**src/rtl/mreq_pkg.sv**
```systemverilog
package mreq_pkg;

    // Request type codes seen at the front end.
    typedef enum logic [2:0] {
        RQ_LOAD    = 3'd0,
        RQ_FETCH   = 3'd1,
        RQ_STORE   = 3'd2,
        RQ_ATOM_RD = 3'd3,
        RQ_ATOM_WR = 3'd4,
        RQ_LOCK_RD = 3'd5,
        RQ_LOCK_WR = 3'd6,
        RQ_BAD     = 3'd7
    } rq_type_e;

    // Command kinds understood by the cache controller.
    typedef enum logic [1:0] {
        CK_FETCH  = 2'd0,
        CK_LOAD   = 2'd1,
        CK_STORE  = 2'd2,
        CK_ATOMIC = 2'd3
    } ctl_kind_e;

    localparam logic [1:0] MODE_SUPER = 2'd1;

endpackage

```
**src/rtl/mreq_xlate.sv**
```systemverilog
// Translates a request type and mode into a controller command.
// Assumes: pure combinational; type code 7 is flagged illegal.
module mreq_xlate
    import mreq_pkg::*;
(
    input  logic [2:0] rtype,
    input  logic [1:0] rmode,
    output logic [1:0] kind,
    output logic       priv,
    output logic       wr_class,
    output logic       legal
);

    // Decode class, command kind and legality from the type code.
    always_comb begin
        legal    = 1'b1;
        wr_class = 1'b1;
        kind     = CK_STORE;
        case (rq_type_e'(rtype))
            RQ_LOAD:    begin kind = CK_LOAD;   wr_class = 1'b0; end
            RQ_FETCH:   begin kind = CK_FETCH;  wr_class = 1'b0; end
            RQ_STORE, RQ_LOCK_RD, RQ_LOCK_WR: kind = CK_STORE;
            RQ_ATOM_RD, RQ_ATOM_WR:           kind = CK_ATOMIC;
            default:    begin legal = 1'b0; wr_class = 1'b0; end
        endcase
    end

    // Only supervisor mode is privileged; user, device and spare are not.
    assign priv = (rmode == MODE_SUPER);

endmodule

```
**src/rtl/mreq_table.sv**
```systemverilog
// Small fully associative table of in-flight requests keyed by line tag.
// Stores an opaque payload and an issue timestamp per entry.
// Assumes: caller never allocates a tag already present, nor into a full table.
module mreq_table #(
    parameter int ENT    = 4,
    parameter int TAG_W  = 13,
    parameter int PAY_W  = 15,
    parameter int TS_W   = 16,
    parameter int THRESH = 64,
    localparam int OCC_W = $clog2(ENT + 1),
    localparam int IDX_W = (ENT > 1) ? $clog2(ENT) : 1
) (
    input  logic             clk,
    input  logic             rst_n,
    input  logic [TS_W-1:0]  now,
    input  logic [TAG_W-1:0] lk_tag,
    output logic             lk_hit,
    input  logic             alloc_en,
    input  logic [TAG_W-1:0] alloc_tag,
    input  logic [PAY_W-1:0] alloc_pay,
    input  logic             fr_en,
    input  logic [TAG_W-1:0] fr_tag,
    output logic             fr_hit,
    output logic [PAY_W-1:0] fr_pay,
    output logic [TS_W-1:0]  fr_ts,
    input  logic             chk,
    output logic             aged,
    output logic [OCC_W-1:0] occ,
    output logic             full
);

    logic [ENT-1:0]   vld;
    logic [TAG_W-1:0] tag_q [ENT];
    logic [PAY_W-1:0] pay_q [ENT];
    logic [TS_W-1:0]  ts_q  [ENT];
    logic [ENT-1:0]   lk_vec, fr_vec, old_vec;
    logic [IDX_W-1:0] free_idx;

    // Per-entry tag compares and age tests.
    always_comb begin
        for (int i = 0; i < ENT; i++) begin
            lk_vec[i]  = vld[i] && (tag_q[i] == lk_tag);
            fr_vec[i]  = vld[i] && (tag_q[i] == fr_tag);
            old_vec[i] = vld[i] && ((now - ts_q[i]) >= TS_W'(THRESH));
        end
    end

    // Select the retiring entry's contents, the first free slot and the occupancy.
    always_comb begin
        fr_pay   = '0;
        fr_ts    = '0;
        free_idx = '0;
        occ      = '0;
        for (int i = ENT - 1; i >= 0; i--) begin
            if (fr_vec[i]) begin
                fr_pay = pay_q[i];
                fr_ts  = ts_q[i];
            end
            if (!vld[i]) free_idx = IDX_W'(i);
        end
        for (int i = 0; i < ENT; i++) occ = occ + OCC_W'(vld[i]);
    end

    assign lk_hit = |lk_vec;
    assign fr_hit = |fr_vec;
    assign full   = &vld;
    assign aged   = chk && (|old_vec);

    // Valid bits: clear on retire, set on allocate.
    always_ff @(posedge clk) begin
        if (!rst_n) begin
            vld <= '0;
        end else begin
            for (int i = 0; i < ENT; i++) begin
                if (fr_en && fr_vec[i]) vld[i] <= 1'b0;
                if (alloc_en && !full && (free_idx == IDX_W'(i))) vld[i] <= 1'b1;
            end
        end
    end

    // Entry contents: written on allocate, no reset needed.
    always_ff @(posedge clk) begin
        for (int i = 0; i < ENT; i++) begin
            if (alloc_en && !full && (free_idx == IDX_W'(i))) begin
                tag_q[i] <= alloc_tag;
                pay_q[i] <= alloc_pay;
                ts_q[i]  <= now;
            end
        end
    end


    uniq_hit_chk: assert property (@(posedge clk) disable iff (!rst_n)
        $onehot0(lk_vec) && $onehot0(fr_vec));


    no_overflow_chk: assert property (@(posedge clk) disable iff (!rst_n)
        alloc_en |-> !full);

endmodule

```
**src/rtl/mreq_tracker.sv**
```systemverilog
// Tracks memory requests from accept to controller completion.
// Read-class and write-class requests live in separate tables; a line may
// be tracked once. Returns identifier, data and latency on completion, and
// scans entry ages periodically for a possible deadlock.
// Assumes: the controller completes each line once, naming the right table.
module mreq_tracker #(
    parameter int ADDR_W  = 16,
    parameter int LINE_B  = 8,
    parameter int RD_ENT  = 4,
    parameter int WR_ENT  = 4,
    parameter int MAX_OUT = 4,
    parameter int ID_W    = 8,
    parameter int TS_W    = 16,
    parameter int THRESH  = 64,
    localparam int OFF_W  = $clog2(LINE_B),
    localparam int LEN_W  = $clog2(LINE_B + 1),
    localparam int TAG_W  = ADDR_W - OFF_W,
    localparam int LINE_W = 8 * LINE_B,
    localparam int CNT_W  = $clog2(RD_ENT + WR_ENT + 1)
) (
    input  logic              clk,
    input  logic              rst_n,
    input  logic              req_valid,
    input  logic [2:0]        req_type,
    input  logic [ADDR_W-1:0] req_addr,
    input  logic [LEN_W-1:0]  req_len,
    input  logic [1:0]        req_mode,
    input  logic [LINE_W-1:0] req_wdata,
    output logic              req_ok,
    output logic [ID_W-1:0]   req_id,
    output logic              iss_valid,
    output logic [TAG_W-1:0]  iss_line,
    output logic [1:0]        iss_kind,
    output logic              iss_priv,
    input  logic              cmp_valid,
    input  logic              cmp_wr,
    input  logic [TAG_W-1:0]  cmp_line_addr,
    input  logic [LINE_W-1:0] cmp_data,
    output logic              done_valid,
    output logic [ID_W-1:0]   done_id,
    output logic [LINE_W-1:0] done_data,
    output logic [TS_W-1:0]   done_lat,
    output logic              done_lat_valid,
    output logic [CNT_W-1:0]  busy_cnt,
    output logic              hang_err
);

    localparam int RP_W   = OFF_W + LEN_W + ID_W;
    localparam int WP_W   = LINE_W + RP_W;
    localparam int TICK_W = $clog2(THRESH + 1);
    localparam int RO_W   = $clog2(RD_ENT + 1);
    localparam int WO_W   = $clog2(WR_ENT + 1);

    logic [TS_W-1:0]   now;
    logic [ID_W-1:0]   next_id;
    logic [TICK_W-1:0] tick;
    logic              wr_cls, legal, span_bad, tgt_full, scan;
    logic              rd_lk, wr_lk, rd_fr, wr_fr, rd_full, wr_full, rd_aged, wr_aged;
    logic [RP_W-1:0]   rd_pay, meta;
    logic [WP_W-1:0]   wr_pay;
    logic [TS_W-1:0]   rd_ts, wr_ts;
    logic [RO_W-1:0]   rd_occ;
    logic [WO_W-1:0]   wr_occ;
    logic [OFF_W-1:0]  r_off, e_off;
    logic [LEN_W-1:0]  e_len;
    logic [LINE_W-1:0] e_wd, ld_bytes, st_line;

    assign iss_line = req_addr[ADDR_W-1:OFF_W];
    assign r_off    = req_addr[OFF_W-1:0];

    mreq_xlate u_xlate (
        .rtype(req_type), .rmode(req_mode), .kind(iss_kind),
        .priv(iss_priv), .wr_class(wr_cls), .legal(legal)
    );

    // Acceptance: legal type, fits in one line, under the cap, line not tracked.
    always_comb begin
        span_bad = (int'(r_off) + int'(req_len)) > LINE_B;
        tgt_full = wr_cls ? wr_full : rd_full;
        req_ok   = req_valid && legal && !span_bad && (int'(busy_cnt) < MAX_OUT)
                   && !rd_lk && !wr_lk && !tgt_full;
    end
    assign iss_valid = req_ok;
    assign req_id    = next_id;

    mreq_table #(.ENT(RD_ENT), .TAG_W(TAG_W), .PAY_W(RP_W), .TS_W(TS_W), .THRESH(THRESH)) u_rd (
        .clk(clk), .rst_n(rst_n), .now(now),
        .lk_tag(iss_line), .lk_hit(rd_lk),
        .alloc_en(req_ok && !wr_cls), .alloc_tag(iss_line), .alloc_pay({r_off, req_len, next_id}),
        .fr_en(cmp_valid && !cmp_wr), .fr_tag(cmp_line_addr), .fr_hit(rd_fr),
        .fr_pay(rd_pay), .fr_ts(rd_ts),
        .chk(scan), .aged(rd_aged), .occ(rd_occ), .full(rd_full)
    );

    mreq_table #(.ENT(WR_ENT), .TAG_W(TAG_W), .PAY_W(WP_W), .TS_W(TS_W), .THRESH(THRESH)) u_wr (
        .clk(clk), .rst_n(rst_n), .now(now),
        .lk_tag(iss_line), .lk_hit(wr_lk),
        .alloc_en(req_ok && wr_cls), .alloc_tag(iss_line),
        .alloc_pay({req_wdata, r_off, req_len, next_id}),
        .fr_en(cmp_valid && cmp_wr), .fr_tag(cmp_line_addr), .fr_hit(wr_fr),
        .fr_pay(wr_pay), .fr_ts(wr_ts),
        .chk(scan), .aged(wr_aged), .occ(wr_occ), .full(wr_full)
    );

    // Unpack the retiring entry from whichever table the completion names.
    always_comb begin
        meta       = cmp_wr ? wr_pay[RP_W-1:0] : rd_pay;
        done_id    = meta[ID_W-1:0];
        e_len      = meta[ID_W +: LEN_W];
        e_off      = meta[ID_W + LEN_W +: OFF_W];
        e_wd       = wr_pay[RP_W +: LINE_W];
        done_valid = cmp_valid && (cmp_wr ? wr_fr : rd_fr);
        done_lat   = now - (cmp_wr ? wr_ts : rd_ts);
        done_lat_valid = done_valid && (done_lat != '0);
    end

    // Byte extraction for loads and byte merge for writes.
    always_comb begin
        ld_bytes = '0;
        st_line  = cmp_data;
        for (int b = 0; b < LINE_B; b++) begin
            if ((b < int'(e_len)) && ((int'(e_off) + b) < LINE_B))
                ld_bytes[b*8 +: 8] = cmp_data[(int'(e_off) + b)*8 +: 8];
            if ((b >= int'(e_off)) && (b < int'(e_off) + int'(e_len)))
                st_line[b*8 +: 8] = e_wd[(b - int'(e_off))*8 +: 8];
        end
        done_data = cmp_wr ? st_line : ld_bytes;
    end

    assign scan = (busy_cnt != '0) && (tick == TICK_W'(THRESH - 1));

    // Timestamp, identifier, in-flight count, scan phase and hang flag.
    always_ff @(posedge clk) begin
        if (!rst_n) begin
            now      <= '0;
            next_id  <= '0;
            busy_cnt <= '0;
            tick     <= '0;
            hang_err <= 1'b0;
        end else begin
            now      <= now + 1'b1;
            if (req_ok) next_id <= next_id + 1'b1;
            busy_cnt <= busy_cnt + CNT_W'(req_ok) - CNT_W'(done_valid);
            if (busy_cnt == '0 || scan) tick <= '0;
            else                        tick <= tick + 1'b1;
            if (rd_aged || wr_aged) hang_err <= 1'b1;
        end
    end


    cnt_match_chk: assert property (@(posedge clk) disable iff (!rst_n)
        int'(busy_cnt) == int'(rd_occ) + int'(wr_occ));


    cap_limit_chk: assert property (@(posedge clk) disable iff (!rst_n)
        int'(busy_cnt) <= MAX_OUT);


    id_step_chk: assert property (@(posedge clk) disable iff (!rst_n)
        req_ok |=> (next_id - $past(next_id)) == ID_W'(1));


    id_hold_chk: assert property (@(posedge clk) disable iff (!rst_n)
        !req_ok |=> $stable(next_id));


    hang_sticky_chk: assert property (@(posedge clk) disable iff (!rst_n)
        hang_err |=> hang_err);

endmodule

```
**config.mk**
```make
export PLATFORM = sky130hd
export DESIGN_NAME = mreq_tracker
export DESIGN_NICKNAME = d
export VERILOG_FILES = /design/src/rtl/mreq_pkg.sv /design/src/rtl/mreq_xlate.sv /design/src/rtl/mreq_table.sv /design/src/rtl/mreq_tracker.sv
export SDC_FILE = /design/constraint.sdc
export NUM_CORES = 2
export LEC_CHECK = 0
export BUFFER_PORTS_ARGS = -buffer_cell sky130_fd_sc_hd__buf_4
export CORE_ASPECT_RATIO = 0.75
export CORE_MARGIN = 5
export CORE_UTILIZATION = 35
export CTS_CLUSTER_DIAMETER = 80
export DETAILED_ROUTE_END_ITERATION = 16
export REMOVE_ABC_BUFFERS = 1
export SETUP_SLACK_MARGIN = 0.1
export SLEW_MARGIN = 40
export SYNTH_ARGS = -nofsm -noshare
export SYNTH_HDL_FRONTEND = slang
export SYNTH_SLANG_ARGS = --single-unit
export TNS_END_PERCENT = 30
```
**constraint.sdc**
```tcl
create_clock -name clk -period 14.8 [get_ports clk]
set_clock_uncertainty 0.05 [all_clocks]
set_input_delay 0.74 -clock clk [delete_from_list [all_inputs] [get_ports clk]]
set_output_delay 0.74 -clock clk [all_outputs]
set_load 0.1 [all_outputs]
```
==> impl_summary.md <==
Outcome
The run finished with clean final reports.

Logic synthesis
For this run, the leading register cell type out of synthesis is sky130_fd_sc_hd__edfxtp_1. Synthesis inferred 652 register bits. By area the synthesized netlist is led by sky130_fd_sc_hd__edfxtp_1, sky130_fd_sc_hd__mux2i_1, sky130_fd_sc_hd__ha_1. The mux cell area share after synthesis is 7.29%.

After Yosys synthesis, XOR and XNOR cells account for 6.23% of the synthesized area. The count of synthesis-stage warnings from yosys is 0. The synthesized design contains 608 enable-type register cells. The mean instance size in the synthesized netlist is 10.5 sq um.

The area share of the largest cell type after synthesis is 45.8%. The synthesized netlist devotes 12.4% of its cell area to simple gates. Sequential cells were found to cover 48.0% of the synthesized design area. The cell area that synthesis handed to floorplanning was 0.0399 sq mm. The share of the synthesized area in compound gates (AO/OA/AOI/OAI) is 16.2%. The fraction of synthesis flops using an asynchronous set or reset pin is 0%. The count of unique library cells instantiated by Yosys is 101. The number of instances in the synthesized netlist is 3,790. After synthesis, the largest family of logic cells by area is compound AO/OA/AOI/OAI gates.

The biggest area contributor in the post-synthesis netlist is sky130_fd_sc_hd__edfxtp_1. After Yosys synthesis, full adders, half adders and majority gates account for 5.69% of the synthesized area.

Worst setup path
The worst setup path is captured at an output port. The most frequent cell on the critical path is sky130_fd_sc_hd__buf_4. STA puts the critical path data required time at 14.01 ns. On the critical path, the stage with the largest delay is an instance of sky130_fd_sc_hd__or4_1. The critical path is of the reg -> out type.

The highest net fanout along the worst path is 63. The data arrival time of the worst path is 6.98 ns. The signal on the critical path passes through xnor2_1 -> nand4_1 -> or4_1 -> mux2i_1 -> a22oi_1 -> and2_2 -> buf_4 -> ha_1 -> inv_1 -> ha_1 -> buf_4 -> nand2b_1 -> a21oi_1 -> a2111oi_0 -> nand3_1 -> nand3b_1 -> buf_4. The delay of the slowest cell on the worst path is 0.82 ns. In this design, the largest share of critical-path delay is due to simple AND/OR/NAND/NOR gates. Counting both buffers and inverters, the worst setup path holds a total of 4. The startpoint type of the worst setup path is a flip-flop.

Clocking
The post-cts sizing count is 0. The clock edge transition at the registers on the reported setup and hold paths is 0.06 ns. The number of CTS-inserted buffers is 71.

The total number of H-tree levels is 3. The TritonCTS sink count is 652. The clock latency at the later pin of the worst-skew pair is 0.67 ns.

The number of post-CTS setup repair buffers is 0. The clock passes through at most 3 buffers. The clock root buffer is sky130_fd_sc_hd__clkbuf_16. TritonCTS built the clock tree. The number of hold buffers added after CTS was 0.

Timing
For the final routed database, the setup TNS stands at 0 ns. The max-slew violation count is 0. The final critical-path setup slack is 7.03 ns.

The time the worst path needs with I/O delays and setup is 7.77 ns. Setup violations remaining at the end of the flow were counted as 0. The maximum clock frequency is 0.129 GHz. The normalized max-slew margin is 38.8%. The final critical path takes up 52.5% of the cycle. Setup repair after global routing left no endpoint under its margin. The count of endpoints failing hold in the final timing report is 0. The transition at the pin with the smallest max-transition slack is 0.908 ns.

Routing
After detailed routing, the number of remaining DRC violations is 0. The count of vias placed by the detailed router is 32,201. The length of the first detailed-routing pass in iterations is 6. Once detail routing completed, the nets flagged for antenna violations numbered 0.

The number of design-rule violations left by the first detailed-router iteration is 3,779. The total wire length is 137,000 microns. The detailed-route wire length per cell is 24.5 microns. The average vias per placed instance is 5.74.

Pwr
The analysis attributes to cell leakage a power of 16.9 nW. Sequential cells account for 45.6% of the total power. For this design the ratio of total power to cell area is 99.4 mW/mm^2. In this run switching power makes up 29.2% of total power. The switching power summed over all nets is 1.34 mW. Of the total power, the clock network draws 38.4%. The peak ir drop on the vdd network is 0.0924 mV. The internal cell power is 3.24 mW. Per report_power, the combinational group accounts for 16.0% of the total.

Floorplan
Measured along the y axis, the die boundary spans 302 microns. The die covers 0.121 sq mm. The die boundary width is 400 microns. The number of top-level pins is 292. The floorplan step defined a core boundary enclosing 0.113 sq mm. The effective utilization at floorplan is 35.2%. The site row count is 107.

Placement
The half-perimeter wire length after placement is 97,800 microns. In this run the tool buffered the top-level ports with 291 buffer cells. The worst slack at placement is 7.32 ns. The routability congestion estimate from global placement is 0.958.

Finish
The net count of the finished layout is 4,360. The final-layout fill cell count is 11,009. The share of final-layout standard cells stronger than drive strength 1 is 14.5%. The layout overhead on the synthesized area is 15.4%.

The multi-input combinational cells in the finished layout cover a total of 0.0192 sq mm. The sequential standard cell area is 0.0191 sq mm.

Flow run
The max-cap check violation count is 0.

GRT
The pin count of the biggest net entering global routing is 68. The number of antenna violations at the first check in global routing was 17. The total global routing overflow is 0. The first global-routing pass estimated 201,000 microns of wire. The overall global routing resource usage is 21.8%. The number of global-route vias before repair was 30,627.

Worst hold path
The min-delay analysis places its worst path in the category in -> reg.
## worst paths after layout
check,start,endpoint,depth (start not counted),slack (ns)
worst min register to register,tick[0],tick[0],1,0.40
worst max-delay path,u_wr.tag_q[0][1],done_data[55],17,7.03
worst max register to register,u_rd.tag_q[2][0],u_wr.pay_q[1][30],11,10.01
worst min-delay path,req_wdata[52],u_wr.pay_q[2][67],1,0.22
## layout make-up
| type | count | share of cell area (%) |
|---|---|---|
| Inverter | 176 | 1.45 |
| Sequential cell | 652 | 41.6 |
| Clock inverter | 41 | 0.889 |
| Tap cell | 1526 | 4.15 |
| Antenna cell | 13 | 0.0707 |
| Timing Repair Buffer | 370 | 6.05 |
| Clock buffer | 88 | 4.04 |
| Multi-Input combinational cell | 2745 | 41.8 |
## layout by cell type, fill, tap and decap left out, types with 26 or more instances in the layout
master / instances
sky130_fd_sc_hd__a21o_1: 30
sky130_fd_sc_hd__o22ai_1: 65
sky130_fd_sc_hd__nand4_1: 63
sky130_fd_sc_hd__nor3_1: 59
sky130_fd_sc_hd__a22oi_1: 66
sky130_fd_sc_hd__mux2_2: 43
sky130_fd_sc_hd__nor2b_1: 26
sky130_fd_sc_hd__nand2_1: 319
sky130_fd_sc_hd__mux2i_1: 231
sky130_fd_sc_hd__nor2_1: 264
sky130_fd_sc_hd__xnor2_1: 204
sky130_fd_sc_hd__ha_1: 162
sky130_fd_sc_hd__xor2_1: 78
sky130_fd_sc_hd__inv_1: 173
sky130_fd_sc_hd__nor4_1: 26
sky130_fd_sc_hd__nand3_1: 120
sky130_fd_sc_hd__clkbuf_16: 71
sky130_fd_sc_hd__o21ai_0: 190
sky130_fd_sc_hd__edfxtp_1: 608
sky130_fd_sc_hd__o21a_1: 38
sky130_fd_sc_hd__dfxtp_1: 43
sky130_fd_sc_hd__nand2b_1: 26
sky130_fd_sc_hd__o211ai_1: 76
sky130_fd_sc_hd__a21oi_1: 221
sky130_fd_sc_hd__buf_4: 365
## cell usage after synthesis, drive strengths merged (9+ instances only)
cell,instances
a21oi,225
a221o,13
clkbuf,127
o22ai,66
inv,175
xnor2,205
a22o,15
or4,13
nand2,319
buf,90
mux2i,232
o31a,11
or3,14
mux2,44
a32oi,11
fa,11
a222oi,25
nor2b,26
o221ai,9
nor3,63
a21boi,12
o211ai,77
dfxtp,44
nand4,65
nand3,121
o31ai,10
and2,22
a21o,30
nand2b,26
edfxtp,608
and3,18
a211o,15
ha,162
and4,10
o21ai,211
nand3b,9
o21a,38
a221oi,11
nor4,37
xor2,78
nor2,269
a22oi,66
a211oi,20
a31oi,25
or2,11
## worst register-to-register path, delay by kind of cell, from the launching register on
kind	cells	cell delay, ns
buffers and inverters	2	1.27
flip-flops	1	0.46
XOR/XNOR	1	0.20
AND/OR/NAND/NOR	8	2.43
## state kept, by name, summed over array words and instances, names as in the netlist
register and cells:
u_wr.pay_q 316, u_wr.ts_q 64, u_wr.tag_q 52, u_rd.vld 4, req_id 8, hang_err 1
now 16, busy_cnt 4, u_wr.vld 4, u_rd.tag_q 52, tick 7, u_rd.ts_q 64
u_rd.pay_q 60
## metrics by stage
stage	util [%]	area (sq um)	std cells	hold slack (ns)	power, mW
after floorplan	-	38900	3573	0.368	2.60
final	40.6	46000	5611	0.219	4.57
after detailed placement	38.6	43700	5469	0.389	2.85
after CTS	40.6	46000	5598	0.175	4.61
after global routing	40.6	46000	5606	0.183	4.73
after global placement	38.5	43700	5466	0.386	2.85
## cell families (layout without fill, tap and decap cells)
kind of cell | count (synthesis) | in the layout
AOI/OAI and AO/OA | 973 | 973
xor gates and xnor gates | 283 | 283
adders and majority gates | 175 | 175
buffers and inverters | 393 | 675
DFF | 652 | 652
muxes | 280 | 280
other | 0 | 13
and+or+nand+nor | 1034 | 1034
## power groups by stage
| stage | Combinational (mW) | Clock, mW | Sequential (mW) |
|---|---|---|---|
| final | 0.733 | 1.76 | 2.09 |
| after global routing | 0.771 | 1.87 | 2.09 |
| after CTS | 0.729 | 1.79 | 2.09 |
| after detailed placement | 0.727 | 0 | 2.13 |
| after global placement | 0.721 | 0 | 2.12 |
| after floorplan | 0.438 | 0 | 2.16 |
## metal layers
metal / vias to the layer above / part of all wire [%] / track usage, %
met1: 15793 / 47 / 33.0
met3: 229 / 8.3 / 4.50
met2: 1445 / 42 / 31.4
li1: 14728 / - / -
met4: 6 / 2.5 / 5.96
met5: - / 0.029 / 0
No activity file was read; power rests on OpenSTA's default activity.
